<file path="config.mk">
export PLATFORM = sky130hd
export DESIGN_NAME = fxp_mac
export DESIGN_NICKNAME = d
export VERILOG_FILES = /design/src/rtl/fxp_mac_pkg.sv /design/src/rtl/fxp_mac_mult.sv /design/src/rtl/fxp_mac_accum.sv /design/src/rtl/fxp_mac_round.sv /design/src/rtl/fxp_mac_clamp.sv /design/src/rtl/fxp_mac.sv
export SDC_FILE = /design/constraint.sdc
export NUM_CORES = 1
export LEC_CHECK = 0
export ABC_AREA = 1
export BUFFER_PORTS_ARGS = -buffer_cell sky130_fd_sc_hd__buf_2
export CAP_MARGIN = 15
export CORE_UTILIZATION = 61
export CTS_BUF_LIST = sky130_fd_sc_hd__clkbuf_16
export CTS_CLUSTER_DIAMETER = 100
export CTS_CLUSTER_SIZE = 16
export DETAILED_ROUTE_END_ITERATION = 8
export GPL_TIMING_DRIVEN = 0
export PLACE_DENSITY = 0.8
export SLEW_MARGIN = 40
export SYNTH_ARGS = -nofsm -noshare
export SYNTH_HDL_FRONTEND = slang
export SYNTH_HIERARCHICAL = 1
export SYNTH_SLANG_ARGS = --single-unit
</file>
<file path="constraint.sdc">
create_clock -name clk -period 9.1 [get_ports clk]
set_clock_uncertainty 0.15 [all_clocks]
set_input_delay 0.455 -clock clk [delete_from_list [all_inputs] [get_ports clk]]
set_output_delay 0.455 -clock clk [all_outputs]
set_load 0.01 [all_outputs]
</file>
<file path="src/rtl/fxp_mac_pkg.sv">
package fxp_mac_pkg;
   typedef enum logic [1:0] {
      MAC_ADD   = 2'd0,
      MAC_SUB   = 2'd1,
      MAC_LOAD  = 2'd2,
      MAC_CLEAR = 2'd3
   } mac_op_e;

   typedef enum logic [1:0] {
      RND_TRUNC = 2'd0,
      RND_NEAR  = 2'd1,
      RND_CONV  = 2'd2,
      RND_RSVD  = 2'd3
   } rnd_mode_e;
endpackage

</file>
<file path="src/rtl/fxp_mac_mult.sv">
module fxp_mac_mult #(
   parameter int DW = 16
) (
   input  logic signed [DW-1:0]   a_i,
   input  logic signed [DW-1:0]   b_i,
   output logic signed [2*DW-1:0] prod_o
);
   // full-width signed product, no truncation
   assign prod_o = a_i * b_i;
endmodule

</file>
<file path="src/rtl/fxp_mac_accum.sv">
module fxp_mac_accum
   import fxp_mac_pkg::*;
#(
   parameter int DW   = 16,
   parameter int ACCW = 40
) (
   input  logic                   clk,
   input  logic                   rst_n,
   input  logic                   en_i,
   input  logic [1:0]             op_i,
   input  logic [2*DW-1:0]        prod_i,
   output logic [ACCW-1:0]        acc_o
);
   localparam int PW = 2 * DW;
   localparam int XW = ACCW - PW;

   logic [ACCW-1:0] prod_ext;
   logic [ACCW-1:0] acc_nxt;

   assign prod_ext = {{XW{prod_i[PW-1]}}, prod_i};

   always_comb begin
      unique case (mac_op_e'(op_i))
         MAC_ADD:   acc_nxt = acc_o + prod_ext;
         MAC_SUB:   acc_nxt = acc_o - prod_ext;
         MAC_LOAD:  acc_nxt = prod_ext;
         default:   acc_nxt = '0;
      endcase
   end

   always_ff @(posedge clk or negedge rst_n) begin
      if (!rst_n)     acc_o <= '0;
      else if (en_i)  acc_o <= acc_nxt;
   end
endmodule

</file>
<file path="src/rtl/fxp_mac_round.sv">
module fxp_mac_round
   import fxp_mac_pkg::*;
#(
   parameter int DW   = 16,
   parameter int ACCW = 40,
   localparam int FB  = DW - 1,
   localparam int KW  = ACCW - FB,
   localparam int RW  = KW + 1
) (
   input  logic [ACCW-1:0] acc_i,
   input  logic [1:0]      mode_i,
   output logic [RW-1:0]   rnd_o
);
   logic [KW-1:0] kept;
   logic [FB-1:0] rem;
   logic [FB-1:0] half;
   logic          above, exact, bump;

   assign kept  = acc_i[ACCW-1:FB];
   assign rem   = acc_i[FB-1:0];
   assign half  = {1'b1, {(FB-1){1'b0}}};
   assign above = rem > half;
   assign exact = rem == half;

   always_comb begin
      unique case (rnd_mode_e'(mode_i))
         RND_NEAR: bump = above | exact;
         RND_CONV: bump = above | (exact & kept[0]);
         default:  bump = 1'b0;
      endcase
   end

   // one extra bit so the increment cannot wrap
   assign rnd_o = {kept[KW-1], kept} + {{(RW-1){1'b0}}, bump};
endmodule

</file>
<file path="src/rtl/fxp_mac_clamp.sv">
module fxp_mac_clamp #(
   parameter int DW       = 16,
   parameter int RW       = 26,
   parameter int SHW      = 2,
   parameter bit SHIFT_EN = 1'b1
) (
   input  logic [RW-1:0]  rnd_i,
   input  logic [SHW-1:0] shl_i,
   input  logic           sat_en_i,
   output logic [DW-1:0]  wb_o,
   output logic           clamp_o
);
   localparam int MAXS = (1 << SHW) - 1;
   localparam int XW   = RW + MAXS;
   localparam int HW   = XW - DW + 1;

   logic [XW-1:0] ext;
   logic [XW-1:0] shifted;
   logic [HW-1:0] hi;
   logic          fits;
   logic [DW-1:0] pos_lim, neg_lim;

   assign ext = {{MAXS{rnd_i[RW-1]}}, rnd_i};

   generate
      if (SHIFT_EN) begin : g_shift
         assign shifted = ext << shl_i;
      end else begin : g_noshift
         logic unused_shl;
         assign unused_shl = ^shl_i;
         assign shifted    = ext;
      end
   endgenerate

   // value fits in DW bits when every bit from the sign position up agrees
   assign hi      = shifted[XW-1:DW-1];
   assign fits    = (&hi) | ~(|hi);
   assign pos_lim = {1'b0, {(DW-1){1'b1}}};
   assign neg_lim = {1'b1, {(DW-1){1'b0}}};
   assign clamp_o = sat_en_i & ~fits;
   assign wb_o    = clamp_o ? (shifted[XW-1] ? neg_lim : pos_lim)
                            : shifted[DW-1:0];
endmodule

</file>
<file path="src/rtl/fxp_mac.sv">
module fxp_mac #(
   parameter int DW       = 16,
   parameter int GUARD    = 8,
   parameter int SHW      = 2,
   parameter bit SHIFT_EN = 1'b1,
   localparam int ACCW    = 2 * DW + GUARD,
   localparam int RW      = ACCW - DW + 2
) (
   input  logic            clk,
   input  logic            rst_n,
   input  logic            op_valid,
   input  logic [1:0]      op_sel,
   input  logic [DW-1:0]   a_i,
   input  logic [DW-1:0]   b_i,
   input  logic [1:0]      rnd_mode,
   input  logic            sat_en,
   input  logic [SHW-1:0]  shl_amt,
   input  logic            wb_rd,
   input  logic            ovf_clr,
   output logic [ACCW-1:0] acc_out,
   output logic [DW-1:0]   wb_data,
   output logic            ovf_flag
);
   generate
      if (DW < 3)    begin : g_bad_dw    $error("fxp_mac: DW must be at least 3"); end
      if (GUARD < 1) begin : g_bad_guard $error("fxp_mac: GUARD must be at least 1"); end
      if (SHW < 1)   begin : g_bad_shw   $error("fxp_mac: SHW must be at least 1"); end
   endgenerate

   logic [2*DW-1:0] prod;
   logic [RW-1:0]   rnd;
   logic            clamp;

   fxp_mac_mult #(.DW(DW)) u_mult (
      .a_i    (a_i),
      .b_i    (b_i),
      .prod_o (prod)
   );

   fxp_mac_accum #(.DW(DW), .ACCW(ACCW)) u_accum (
      .clk    (clk),
      .rst_n  (rst_n),
      .en_i   (op_valid),
      .op_i   (op_sel),
      .prod_i (prod),
      .acc_o  (acc_out)
   );

   fxp_mac_round #(.DW(DW), .ACCW(ACCW)) u_round (
      .acc_i  (acc_out),
      .mode_i (rnd_mode),
      .rnd_o  (rnd)
   );

   fxp_mac_clamp #(.DW(DW), .RW(RW), .SHW(SHW), .SHIFT_EN(SHIFT_EN)) u_clamp (
      .rnd_i    (rnd),
      .shl_i    (shl_amt),
      .sat_en_i (sat_en),
      .wb_o     (wb_data),
      .clamp_o  (clamp)
   );

   // sticky flag, a new clamp event takes priority over a clear
   always_ff @(posedge clk or negedge rst_n) begin
      if (!rst_n)                ovf_flag <= 1'b0;
      else if (wb_rd && clamp)   ovf_flag <= 1'b1;
      else if (ovf_clr)          ovf_flag <= 1'b0;
   end
endmodule

</file>
==> metrics.csv <==
stage,metric,value,unit
cts,cts_setup_buffers,0,
synthesis,synth_nets,3298,
floorplan,rows,63,
sta,period_minus_slack,8.705,ns
drt,via_count,18100,
global_route,grt_use_total,0.3785,
worst_setup_path,cp-end-kind,flop,
worst_setup_path,startpoint_type,input port,
sta,finalCritPeriodShare,0.9566,
final_layout,final_area,19470,sq um
drt,routed_via_density,5.430,
drt,drc_errors,0,
drt,antenna_left,0,
sta,slew_violations,0,
floorplan,fp.dieArea,30840,sq um
cts,cts_sinks,41,
cts,clk_pin_slew_worst_paths,0.07,ns
place,io_buffer_count,71,
synthesis,ys_seq_area_frac,0.05580,
worst_setup_path,cpPeakStageDelay,0.56,ns
cts,insertion_delay,0.30,ns
sta,worst_pin_slew,0.7308,ns
floorplan,initial_core_util,0.6204,
synthesis,syn_area,18390,sq um
worst_setup_path,arrival,8.78,ns
synthesis,synthTopCellsByArea,"fa_1 (29%), nand2_1 (18%), inv_1 (14%)",
drt,drtIter0Drc,1661,
cts,clock_path_buffers,2,
cts,cts_root_buf,clkbuf_16,
cts,cts_buffers,5,
global_route,grt_pass1_wl,91020,microns
worst_hold_path,hold_class,input port to async pin,
place,post_dp_cell_area,19230,sq um
synthesis,ys.warnings.count,6,
synthesis,synth_edf_count,0,
synthesis,synthArstFlopShare,1.000,
synthesis,synth-seq-cells,41,
final_layout,fillCellCount,2816,
final_layout,drive_gt1_frac,0.07405,
final_layout,syn2layout_area_growth,5.900,%
synthesis,synth_top_flop_cell,dfrtp_1,
cts,htreeDepth,2,
synthesis,yosys.area.top_type,fa_1,
worst_setup_path,critical_path_class,input port to flop,
global_route,grt_pass1_vias,17710,
run_status,outcome,"complete, no violations",
worst_setup_path,cpMaxStageDelayCell,fa_1,
drt,dr.pass1.iters,7,
synthesis,yosysUniqueCellTypes,45,
place,place_hpwl,48660,microns
floorplan,fp.dieH,175.6,microns
final_layout,final_cell_mix,"nand2_1 (885), inv_1 (696), fa_1 (262)",
cts,cts_tree,yes,
global_route,overflow,0,
flow_run,drv_cap,0,
floorplan,core,29640,sq um
worst_setup_path,cp.required,9.17,ns
synthesis,avgSynthCellArea,6.415,sq um
final_layout,final_common_cell,nand2_1,
sta,timing.hold.ws,0.01280,ns
floorplan,io_pins,101,
drt,wl_per_cell,17.07,microns
drt,wirelength,56910,microns
final_layout,layout.nets,3375,
sta,max_freq,114.9,MHz
synthesis,synth_top_area_frac,0.2864,
worst_setup_path,worstPathMaxFanout,10,
place,gp_congestion,1.020,
global_route,grt_max_degree,42,
global_route,antenna_found_initial,0,
final_layout,regArea,1026,sq um
final_layout,diodes,0,
final_layout,multi_input_comb_area,14340,sq um
synthesis,syn_inst,2866,
sta,rsz0062_at_grt,false,
floorplan,die_w,175.6,microns
sta,setup_viol,0,
sta,hold_violations,0,
sta,slew_headroom,0.5128,
-- layout make-up --
class                      instances  share of cell area
inverter                         700              0.1349
timing repair buffer              71             0.01838
clock buffer                       5            0.006426
clock inverter                     3           0.0009639
multi-input combinational       2036              0.7367
buffer                            88             0.02487
tap                              390             0.02506
sequential                        41             0.05269
-- what timing repair did --
action	in CTS	in global routing
resized for setup	3	121
pin swaps	0	0
setup endpoints to repair	2	21
hold buffers	0	0
endpoints found under the hold margin	0	0
-- Yosys cell counts (2+ instances only) --
master	count
inv_2	4
nand2_1	885
nand3b_1	14
mux2i_1	19
or2_2	15
a31oi_1	18
nand3_1	137
xor2_1	52
nor3_1	17
o21ai_0	74
inv_1	695
ha_1	125
buf_1	2
nor2_4	5
nand3_2	11
buf_2	6
buf_6	6
nor2_1	220
xnor2_1	10
fa_1	263
a21oi_1	97
a21oi_2	2
dfrtp_1	41
and2_1	4
nor4_1	4
nor2_2	14
clkbuf_1	72
nand2_2	13
a21o_1	2
o21bai_1	7
nand4_1	17
buf_4	2
-- critical path, delay by kind of cell --
| family | cells | cell delay (ns) |
|---|---|---|
| adders and majority gates | 8 | 3.94 |
| xor gates and xnor gates | 1 | 0.13 |
| AOI/OAI and AO/OA | 4 | 0.93 |
| buffers and inverters | 9 | 1.26 |
| and+or+nand+nor | 15 | 2.08 |
-- metrics by stage --
step	setup slack, ns	TNS, ns	std cells	utilization
CTS	0.02028	0	3335	0.6539
floorplan	1.274	0	2866	-
finish	0.3953	0	3334	0.6570
global placement	-0.2644	-1.562	3327	0.6488
global route	0.0003277	0	3334	0.6570
detailed placement	-0.3282	-2.964	3327	0.6489
-- flip-flops by register name, indices dropped and copies added (netlist names) --
signal / count
u_accum/acc_o: 40
ovf_flag: 1
-- cell families after synthesis --
logic type                 Yosys count  synth area share
and+or+nand+nor                   1362            0.3083
buffers and inverters              789            0.1650
adders and majority gates          388            0.3714
AOI/OAI and AO/OA                  205           0.05961
xor gates and xnor gates            62           0.02953
DFF                                 41           0.05580
muxes                               19           0.01034
-- path summary, 6_finish.rpt --
kind / from / end / slack [ns] / depth (start not counted)
max: b_i[9] / u_accum/acc_o[37]$_DFFE_PN0P_ / 0.40 / 37
min: rst_n / u_accum/acc_o[3]$_DFFE_PN0P_ / 0.01 / 1
max reg2reg: u_accum/acc_o[15]$_DFFE_PN0P_ / ovf_flag$_DFFE_PN0P_ / 4.99 / 24
max in group asynchronous: rst_n / u_accum/acc_o[27]$_DFFE_PN0P_ / 8.39 / 1
min in group clk: wb_rd / ovf_flag$_DFFE_PN0P_ / 0.21 / 3
min reg2reg: ovf_flag$_DFFE_PN0P_ / ovf_flag$_DFFE_PN0P_ / 0.33 / 2
-- metal layers --
metal / vias to the layer above / track usage / routed length [microns]
met5: - / 0 / 0
met4: 0 / 0.1500 / 2348
met3: 127 / 0.02749 / 3948
met2: 775 / 0.6487 / 27000
met1: 8576 / 0.4978 / 23610
li1: 8625 / - / -
Power is not shown: default switching activity piles up to over one toggle a cycle in this logic, so the estimate is an artifact.
